### src/rtl/scp_pkg.sv
package scp_pkg;

    localparam int BYTE_W = 8;
    localparam int CRC_W  = 16;
    localparam logic [CRC_W-1:0] CRC_POLY_REFL = 16'hA001;

    localparam logic [BYTE_W-1:0] OP_FILL  = 8'h0F;
    localparam logic [BYTE_W-1:0] OP_READ  = 8'hAA;
    localparam logic [BYTE_W-1:0] OP_COMMIT = 8'h55;

    typedef enum logic [3:0] {
        ST_CMD,
        ST_ADR_LO,
        ST_ADR_HI,
        ST_FILL,
        ST_CRC_OUT,
        ST_READOUT,
        ST_AUTH,
        ST_COMMIT,
        ST_DONE,
        ST_MUTE
    } ctl_state_e;

    typedef struct packed {
        logic       auth_ok;
        logic       zero;
        logic       partial;
        logic [4:0] end_off;
    } status_t;

    function automatic logic [CRC_W-1:0] crc_step_byte(
        input logic [CRC_W-1:0]  c_in,
        input logic [BYTE_W-1:0] d
    );
        logic [CRC_W-1:0] c;
        c = c_in;
        for (int i = 0; i < BYTE_W; i++) begin
            if (c[0] ^ d[i]) c = (c >> 1) ^ CRC_POLY_REFL;
            else             c = c >> 1;
        end
        return c;
    endfunction

endpackage

### src/rtl/scp_rx.sv
module scp_rx
    import scp_pkg::*;
(
    input  logic              clk,
    input  logic              rst,
    input  logic              clr,
    input  logic              stb,
    input  logic              din,
    output logic              byte_done,
    output logic [BYTE_W-1:0] byte_val
);
    localparam int CNT_W = $clog2(BYTE_W);

    logic [BYTE_W-2:0] shreg;
    logic [CNT_W-1:0]  cnt;

    always_ff @(posedge clk) begin
        if (rst || clr) begin
            shreg <= '0;
            cnt   <= '0;
        end else if (stb) begin
            shreg <= {din, shreg[BYTE_W-2:1]};
            cnt   <= cnt + 1'b1;
        end
    end

    always_comb begin
        byte_done = stb && (cnt == CNT_W'(BYTE_W - 1));
        byte_val  = {din, shreg};
    end

endmodule

### src/rtl/scp_crc16.sv
module scp_crc16
    import scp_pkg::*;
(
    input  logic              clk,
    input  logic              rst,
    input  logic              clr,
    input  logic              upd,
    input  logic [BYTE_W-1:0] din,
    output logic [CRC_W-1:0]  crc
);
    always_ff @(posedge clk) begin
        if (rst) begin
            crc <= '0;
        end else if (clr) begin
            crc <= upd ? crc_step_byte('0, din) : '0;
        end else if (upd) begin
            crc <= crc_step_byte(crc, din);
        end
    end
endmodule

### src/rtl/scp_pad.sv
module scp_pad
    import scp_pkg::*;
#(
    parameter int OFF_W = 5
) (
    input  logic              clk,
    input  logic              rst,
    input  logic              we,
    input  logic [OFF_W-1:0]  waddr,
    input  logic [BYTE_W-1:0] wdata,
    input  logic [OFF_W-1:0]  raddr,
    output logic [BYTE_W-1:0] rdata
);
    localparam int DEPTH = 1 << OFF_W;

    logic [BYTE_W-1:0] cells [DEPTH];

    always_ff @(posedge clk) begin
        if (rst) begin
            for (int i = 0; i < DEPTH; i++) cells[i] <= '0;
        end else if (we) begin
            cells[waddr] <= wdata;
        end
    end

    assign rdata = cells[raddr];
endmodule

### src/rtl/scp_ctrl.sv
module scp_ctrl
    import scp_pkg::*;
#(
    parameter int ADDR_W      = 9,
    parameter int OFF_W       = 5,
    parameter int COPY_CYCLES = 64
) (
    input  logic              clk,
    input  logic              rst,
    input  logic              bus_reset,
    input  logic              wr_stb,
    input  logic              wr_bit,
    input  logic              rd_req,
    output logic              rd_valid,
    output logic              rd_bit,
    output logic              busy,
    output logic              mem_we,
    output logic [ADDR_W-1:0] mem_addr,
    output logic [BYTE_W-1:0] mem_wdata
);
    localparam int PAGE_BYTES = 1 << OFF_W;
    localparam int HDR_BYTES  = 3;
    localparam int SEQ_MAX    = HDR_BYTES + PAGE_BYTES;
    localparam int SEQ_W      = $clog2(SEQ_MAX + 1) + 1;
    localparam int CNT_W      = $clog2(COPY_CYCLES + 1);
    localparam int BIT_W      = $clog2(BYTE_W);
    localparam int CIDX_W     = $clog2(CRC_W) + 1;
    localparam logic [BYTE_W-1:0] HI_MASK = BYTE_W'((1 << (ADDR_W - BYTE_W)) - 1);

    ctl_state_e        state;
    logic [BYTE_W-1:0] adr_lo, adr_hi;
    logic              auth_ok, partial;
    logic [OFF_W-1:0]  end_off, wptr, cp_off;
    logic              cp_fin;
    logic [CNT_W-1:0]  cp_cnt;
    logic [SEQ_W-1:0]  rseq;
    logic [BIT_W-1:0]  rbit;
    logic [CIDX_W-1:0] cidx;
    logic              alt;
    logic [1:0]        auth_idx;

    logic              rx_clr, rx_done, byte_ev;
    logic [BYTE_W-1:0] rx_byte;
    logic              crc_clr, crc_upd;
    logic [CRC_W-1:0]  crc_val;
    logic              pad_we;
    logic [OFF_W-1:0]  pad_raddr;
    logic [BYTE_W-1:0] pad_rdata;

    status_t           stat;
    logic [BYTE_W-1:0] stat_byte, cur_byte, auth_exp;
    logic [15:0]       ta_full;
    logic [OFF_W-1:0]  t_off;
    logic [SEQ_W:0]    off_ext;

    assign busy    = (state == ST_COMMIT);
    assign rx_clr  = bus_reset && !busy;
    assign byte_ev = rx_done && !rx_clr;
    assign ta_full = {adr_hi, adr_lo};
    assign t_off   = adr_lo[OFF_W-1:0];

    always_comb begin
        stat      = '{auth_ok: auth_ok, zero: 1'b0, partial: partial, end_off: 5'(end_off)};
        stat_byte = stat;
    end

    scp_rx u_rx (
        .clk      (clk),
        .rst      (rst),
        .clr      (rx_clr),
        .stb      (wr_stb),
        .din      (wr_bit),
        .byte_done(rx_done),
        .byte_val (rx_byte)
    );

    always_comb begin
        crc_clr = byte_ev && (state == ST_CMD) && (rx_byte == OP_FILL);
        crc_upd = crc_clr ||
                  (byte_ev && (state == ST_ADR_LO || state == ST_ADR_HI || state == ST_FILL));
        pad_we  = byte_ev && (state == ST_FILL);
    end

    scp_crc16 u_crc (
        .clk(clk),
        .rst(rst),
        .clr(crc_clr),
        .upd(crc_upd),
        .din(rx_byte),
        .crc(crc_val)
    );

    // Read-back stream: header bytes, then scratchpad from the start offset.
    always_comb begin
        off_ext   = (SEQ_W+1)'(t_off) + (SEQ_W+1)'(rseq) - (SEQ_W+1)'(HDR_BYTES);
        pad_raddr = busy ? cp_off : off_ext[OFF_W-1:0];
        if (rseq == SEQ_W'(0))      cur_byte = adr_lo;
        else if (rseq == SEQ_W'(1)) cur_byte = adr_hi;
        else if (rseq == SEQ_W'(2)) cur_byte = stat_byte;
        else if (off_ext < (SEQ_W+1)'(PAGE_BYTES)) cur_byte = pad_rdata;
        else cur_byte = '1;
        case (auth_idx)
            2'd0:    auth_exp = adr_lo;
            2'd1:    auth_exp = adr_hi;
            default: auth_exp = stat_byte;
        endcase
    end

    scp_pad #(.OFF_W(OFF_W)) u_pad (
        .clk  (clk),
        .rst  (rst),
        .we   (pad_we),
        .waddr(wptr),
        .wdata(rx_byte),
        .raddr(pad_raddr),
        .rdata(pad_rdata)
    );

    always_ff @(posedge clk) begin
        if (rst) begin
            state     <= ST_CMD;
            adr_lo    <= '0;
            adr_hi    <= '0;
            auth_ok   <= 1'b0;
            partial   <= 1'b0;
            end_off   <= '0;
            wptr      <= '0;
            cp_off    <= '0;
            cp_fin    <= 1'b0;
            cp_cnt    <= '0;
            rseq      <= '0;
            rbit      <= '0;
            cidx      <= '0;
            alt       <= 1'b0;
            auth_idx  <= '0;
            rd_valid  <= 1'b0;
            rd_bit    <= 1'b1;
            mem_we    <= 1'b0;
            mem_addr  <= '0;
            mem_wdata <= '0;
        end else begin
            rd_valid <= 1'b0;
            mem_we   <= 1'b0;
            if (rx_clr) begin
                state <= ST_CMD;
            end else begin
                case (state)
                    ST_CMD: if (byte_ev) begin
                        case (rx_byte)
                            OP_FILL: begin
                                auth_ok <= 1'b0;
                                state   <= ST_ADR_LO;
                            end
                            OP_READ: begin
                                rseq  <= '0;
                                rbit  <= '0;
                                state <= ST_READOUT;
                            end
                            OP_COMMIT: begin
                                auth_idx <= '0;
                                state    <= ST_AUTH;
                            end
                            default: state <= ST_MUTE;
                        endcase
                    end
                    ST_ADR_LO: if (byte_ev) begin
                        adr_lo <= rx_byte;
                        state  <= ST_ADR_HI;
                    end
                    ST_ADR_HI: if (byte_ev) begin
                        adr_hi  <= rx_byte & HI_MASK;
                        wptr    <= t_off;
                        end_off <= t_off;
                        partial <= 1'b0;
                        state   <= ST_FILL;
                    end
                    ST_FILL: if (wr_stb) begin
                        partial <= !rx_done;
                        if (rx_done) begin
                            end_off <= wptr;
                            if (wptr == '1) begin
                                cidx  <= '0;
                                state <= ST_CRC_OUT;
                            end else begin
                                wptr <= wptr + 1'b1;
                            end
                        end
                    end
                    ST_AUTH: if (byte_ev) begin
                        if (rx_byte != auth_exp) begin
                            state <= ST_MUTE;
                        end else if (auth_idx == 2'd2) begin
                            auth_ok <= 1'b1;
                            cp_off  <= t_off;
                            cp_fin  <= 1'b0;
                            cp_cnt  <= '0;
                            state   <= ST_COMMIT;
                        end else begin
                            auth_idx <= auth_idx + 1'b1;
                        end
                    end
                    ST_COMMIT: begin
                        mem_we    <= !cp_fin;
                        mem_addr  <= {ta_full[ADDR_W-1:OFF_W], cp_off};
                        mem_wdata <= pad_rdata;
                        if (!cp_fin) begin
                            if (cp_off == end_off) cp_fin <= 1'b1;
                            else                   cp_off <= cp_off + 1'b1;
                        end
                        if (cp_cnt == CNT_W'(COPY_CYCLES - 1)) begin
                            alt   <= 1'b0;
                            state <= ST_DONE;
                        end else begin
                            cp_cnt <= cp_cnt + 1'b1;
                        end
                    end
                    default: ;
                endcase

                if (rd_req && !wr_stb) begin
                    rd_valid <= 1'b1;
                    case (state)
                        ST_CRC_OUT: begin
                            if (cidx < CIDX_W'(CRC_W)) begin
                                rd_bit <= ~crc_val[cidx[CIDX_W-2:0]];
                                cidx   <= cidx + 1'b1;
                            end else begin
                                rd_bit <= 1'b1;
                            end
                        end
                        ST_READOUT: begin
                            rd_bit <= cur_byte[rbit];
                            rbit   <= rbit + 1'b1;
                            if (rbit == '1 && rseq < SEQ_W'(SEQ_MAX)) rseq <= rseq + 1'b1;
                        end
                        ST_DONE: begin
                            rd_bit <= alt;
                            alt    <= ~alt;
                        end
                        default: rd_bit <= 1'b1;
                    endcase
                end
            end
        end
    end

    // Memory writes only happen inside an authorized commit window.
    p_we_busy_r7: assert property (@(posedge clk) disable iff (rst)
        mem_we |-> busy);
    p_we_auth_r8: assert property (@(posedge clk) disable iff (rst)
        mem_we |-> auth_ok);
    p_busy_auth_r7: assert property (@(posedge clk) disable iff (rst)
        $rose(busy) |-> auth_ok);
    p_page_r7: assert property (@(posedge clk) disable iff (rst)
        mem_we |-> (mem_addr[ADDR_W-1:OFF_W] == ta_full[ADDR_W-1:OFF_W]));
    p_mute_ones_r11: assert property (@(posedge clk) disable iff (rst)
        (rd_valid && state == ST_MUTE && $past(state) == ST_MUTE) |-> rd_bit);
    p_busy_hold_r13: assert property (@(posedge clk) disable iff (rst)
        (busy && bus_reset && cp_cnt != CNT_W'(COPY_CYCLES - 1)) |=> busy);

endmodule

### config.mk
export PLATFORM = sky130hd
export DESIGN_NAME = scp_ctrl
export DESIGN_NICKNAME = d
export VERILOG_FILES = /design/src/rtl/scp_pkg.sv /design/src/rtl/scp_rx.sv /design/src/rtl/scp_crc16.sv /design/src/rtl/scp_pad.sv /design/src/rtl/scp_ctrl.sv
export SDC_FILE = /design/constraint.sdc
export NUM_CORES = 1
export LEC_CHECK = 0
export CORE_UTILIZATION = 37
export DETAILED_ROUTE_END_ITERATION = 16
export HOLD_SLACK_MARGIN = 0.08
export PLACE_DENSITY = 0.5
export SYNTH_ARGS = -nofsm -noshare
export SYNTH_HDL_FRONTEND = slang
export SYNTH_SLANG_ARGS = --single-unit
### constraint.sdc
create_clock -name clk -period 9.8 [get_ports clk]
set_input_delay 2.94 -clock clk [delete_from_list [all_inputs] [get_ports clk]]
set_output_delay 2.94 -clock clk [all_outputs]
set_load 0.02 [all_outputs]
==> impl_metrics.json <==
{
  "status": "complete, no violations",
  "path_max_fanout": 43,
  "maxSlewViolCount": 0,
  "rows": 80,
  "ys_seq_area_share_pct": 53.39,
  "layout_commonest_cell": "nor3_1",
  "wl_met1_mm": 23.58,
  "grt_max_degree": 73,
  "synth_seq_cells": 358,
  "clock-root-buffer": "clkbuf_16",
  "skew_ps": 24.82,
  "core_um2": 48150,
  "yosys_warnings": 0,
  "gp_routability_congestion": 0.8233,
  "clock_path_buffers": 3,
  "worst-setup-path-type": "in2reg",
  "pin_count": 27,
  "grt-ovfl-total": 0,
  "clk_latency_ps": 590,
  "top_layer": "met4",
  "final_hold_viol_count": 0,
  "p_int_uw": 2561,
  "crit_required_ps": 9990,
  "pwr-share-clk_pct": 45.6,
  "route.met3.wl_mm": 3.239,
  "wl_per_cell_um": 22.75,
  "viasPerCell": 5.734,
  "ctsResizeCount": 0,
  "synth.distinct_cells": 78,
  "final_cell_mix": "282 x nor3_1, 256 x edfxtp_1, 128 x nand2_1",
  "path_clk_slew_ps": 60,
  "p_leak_uw": 0.006267,
  "insertedDiodeCount": 0,
  "dieArea_um2": 50140,
  "peakVddDrop_mv": 0.1038,
  "ys.flop_type": "edfxtp_1",
  "seq_power_share_pct": 51.6,
  "nNetsFinal": 1660,
  "p_sw_uw": 725.0,
  "netlist.top_cell.by_area": "edfxtp_1",
  "cp_cell_sequence": "clkdlybuf4s50_1 > nand2_1 > nand3_1 > nor3_1 > nand2_2 > buf_4 > o21ai_0",
  "cp-end-kind": "flop",
  "grt_pass1_vias": 12830,
  "die_y_um": 223.9,
  "swShare_pct": 22.06,
  "worst_path_max_delay_cell": "nor3_1",
  "max_freq_mhz": 149.2,
  "start_util_pct": 37.85,
  "antenna_left": 0,
  "fin_crit_ps": 6702,
  "wl_met2_mm": 24.24,
  "cts_hold_buf": 0,
  "routed_wl_mm": 52.34,
  "antenna_found_initial": 0,
  "synth_edf_count": 256,
  "synth_top_area_share_pct": 42.19,
  "clock_sinks": 358,
  "startpoint_type": "input pin",
  "syn_area_per_cell_um2": 10.88,
  "drc": 0,
  "area_growth_pct": 10.57,
  "numCtsBuffers": 41,
  "synthCells": 1675,
  "cts_setup_buffers": 0,
  "track_usage_pct": 21.26,
  "dp_hpwl_mm": 33.37,
  "maxCapViolations": 0,
  "yosys-top-cells-area": "edfxtp_1 42%, dfxtp_1 11%, nor3_1 7.7%",
  "numPortBuffers": 26,
  "fin_tns_setup_ps": 0,
  "place_ws_ps": 2534,
  "dr_total_vias": 13190,
  "syn-num-nets": 1724,
  "power_density_nw_per_um2": 163.1,
  "relSlewSlack_pct": 20.63,
  "final_layout_size_suffix_gt1_share_pct": 10.77,
  "worstMarginPinSlew_ps": 1178,
  "hold_path.class": "reg2reg",
  "netlist_area_um2": 18220,
  "cpPeakStageDelay_ps": 920,
  "post-route-period-util_pct": 68.39,
  "setup_viol_count_final": 0,
  "p_comb_share_pct": 2.8,
  "crit_arrival_ps": 6900,
  "drt_pass1_iterations": 5,
  "worst_slack_ps": 3098,
  "drtIter0Drc": 1384,
  "cts_tree": "built",
  "fp.dieW_um": 223.9,
  "ys_async_sr_fraction_pct": 0,
  "rsz0062_at_grt": "no",
  "grt_first_pass_wirelength_mm": 80.55,
  "h-tree-depth": 2
}
final timing paths:
check	from	endpoint	slack [ps]	cells past startpoint
hold / removal	mem_addr[4]$_SDFFE_PP0P_	mem_addr[4]$_SDFFE_PP0P_	450	2
setup reg to reg	adr_lo[0]$_SDFFE_PP0P_	rd_bit$_SDFFE_PP1P_	4680	16
hold reg to reg	mem_addr[4]$_SDFFE_PP0P_	mem_addr[4]$_SDFFE_PP0P_	450	2
setup / recovery	bus_reset	u_pad.cells[20][0]$_SDFFCE_PN0P_	3100	7
registers in the layout (all words and copies together) (netlist names):
name         flops
u_pad.cells    256
u_crc.crc       16
mem_addr         9
adr_lo           8
mem_wdata        8
cp_cnt           7
rseq             7
u_rx.shreg       7
cidx             5
cp_off           5
end_off          5
wptr             5
state            4
rbit             3
u_rx.cnt         3
auth_idx         2
adr_hi           1
alt              1
auth_ok          1
cp_fin           1
mem_we           1
partial          1
rd_bit           1
rd_valid         1
stage by stage:
stage	power (µW)	hold slack (ps)	std cells	util [%]	area (µm²)
CTS	3314	454.5	2300	41.85	20150
global placement	1819	444.5	2224	39.18	18860
finish	3286	451.3	2300	41.85	20150
floorplan	1774	420.0	1675	-	18220
detailed placement	1819	446.5	2224	39.18	18860
global route	3380	475.2	2300	41.85	20150
metal layers:
metal  track usage [%]  vias up
met2             33.53      451
met4             6.650        0
met3             3.266       78
met1             30.02     6524
li1                  -     6135
met5                 0        -
area by class of cell:
type | count | area, µm²
fill | 4620 | 28000
sequential | 358 | 9729
multi-input combinational | 1118 | 7717
clock buffer | 57 | 1127
tap | 656 | 820.8
timing repair buffer | 51 | 442.9
clock inverter | 19 | 157.7
inverter | 41 | 153.9
worst max-delay path, delay by kind of cell:
family                 cells  cell delay (ps)
AND/OR/NAND/NOR            4             2180
buffers and inverters      2              930
AO/OA/AOI/OAI              1              830
cell families after synthesis:
| group | Yosys count | synth area share (%) |
|---|---|---|
| adder cells (fa/ha/maj) | 43 | 2.994 |
| AND/OR/NAND/NOR | 663 | 17.82 |
| flip-flops | 358 | 53.39 |
| multiplexers | 121 | 10.62 |
| XOR/XNOR | 43 | 2.067 |
| AO/OA/AOI/OAI | 248 | 8.755 |
| buffers and inverters | 199 | 4.353 |
cells in the mapped netlist, types with 28 or more instances:
cell type / n
nand2_1: 132
nor3_1: 282
inv_1: 37
mux2i_1: 57
xnor2_1: 28
nand3_1: 29
dfxtp_1: 102
edfxtp_1: 256
clkbuf_1: 125
nor2_1: 106
ha_1: 42
mux4_2: 57
o21ai_0: 63
a21oi_1: 73
power groups by stage:
stage          Combinational [µW]  Clock, µW  Sequential (µW)
6_report                     90.7       1500             1700
5_1_grt                      98.1       1580             1700
2_1_floorplan                61.9          0             1710
3_5_place_dp                 91.4          0             1730
3_3_place_gp                 90.6          0             1730
4_1_cts                      91.6       1530             1700
Note: power is estimated with default switching activity, not from simulation.
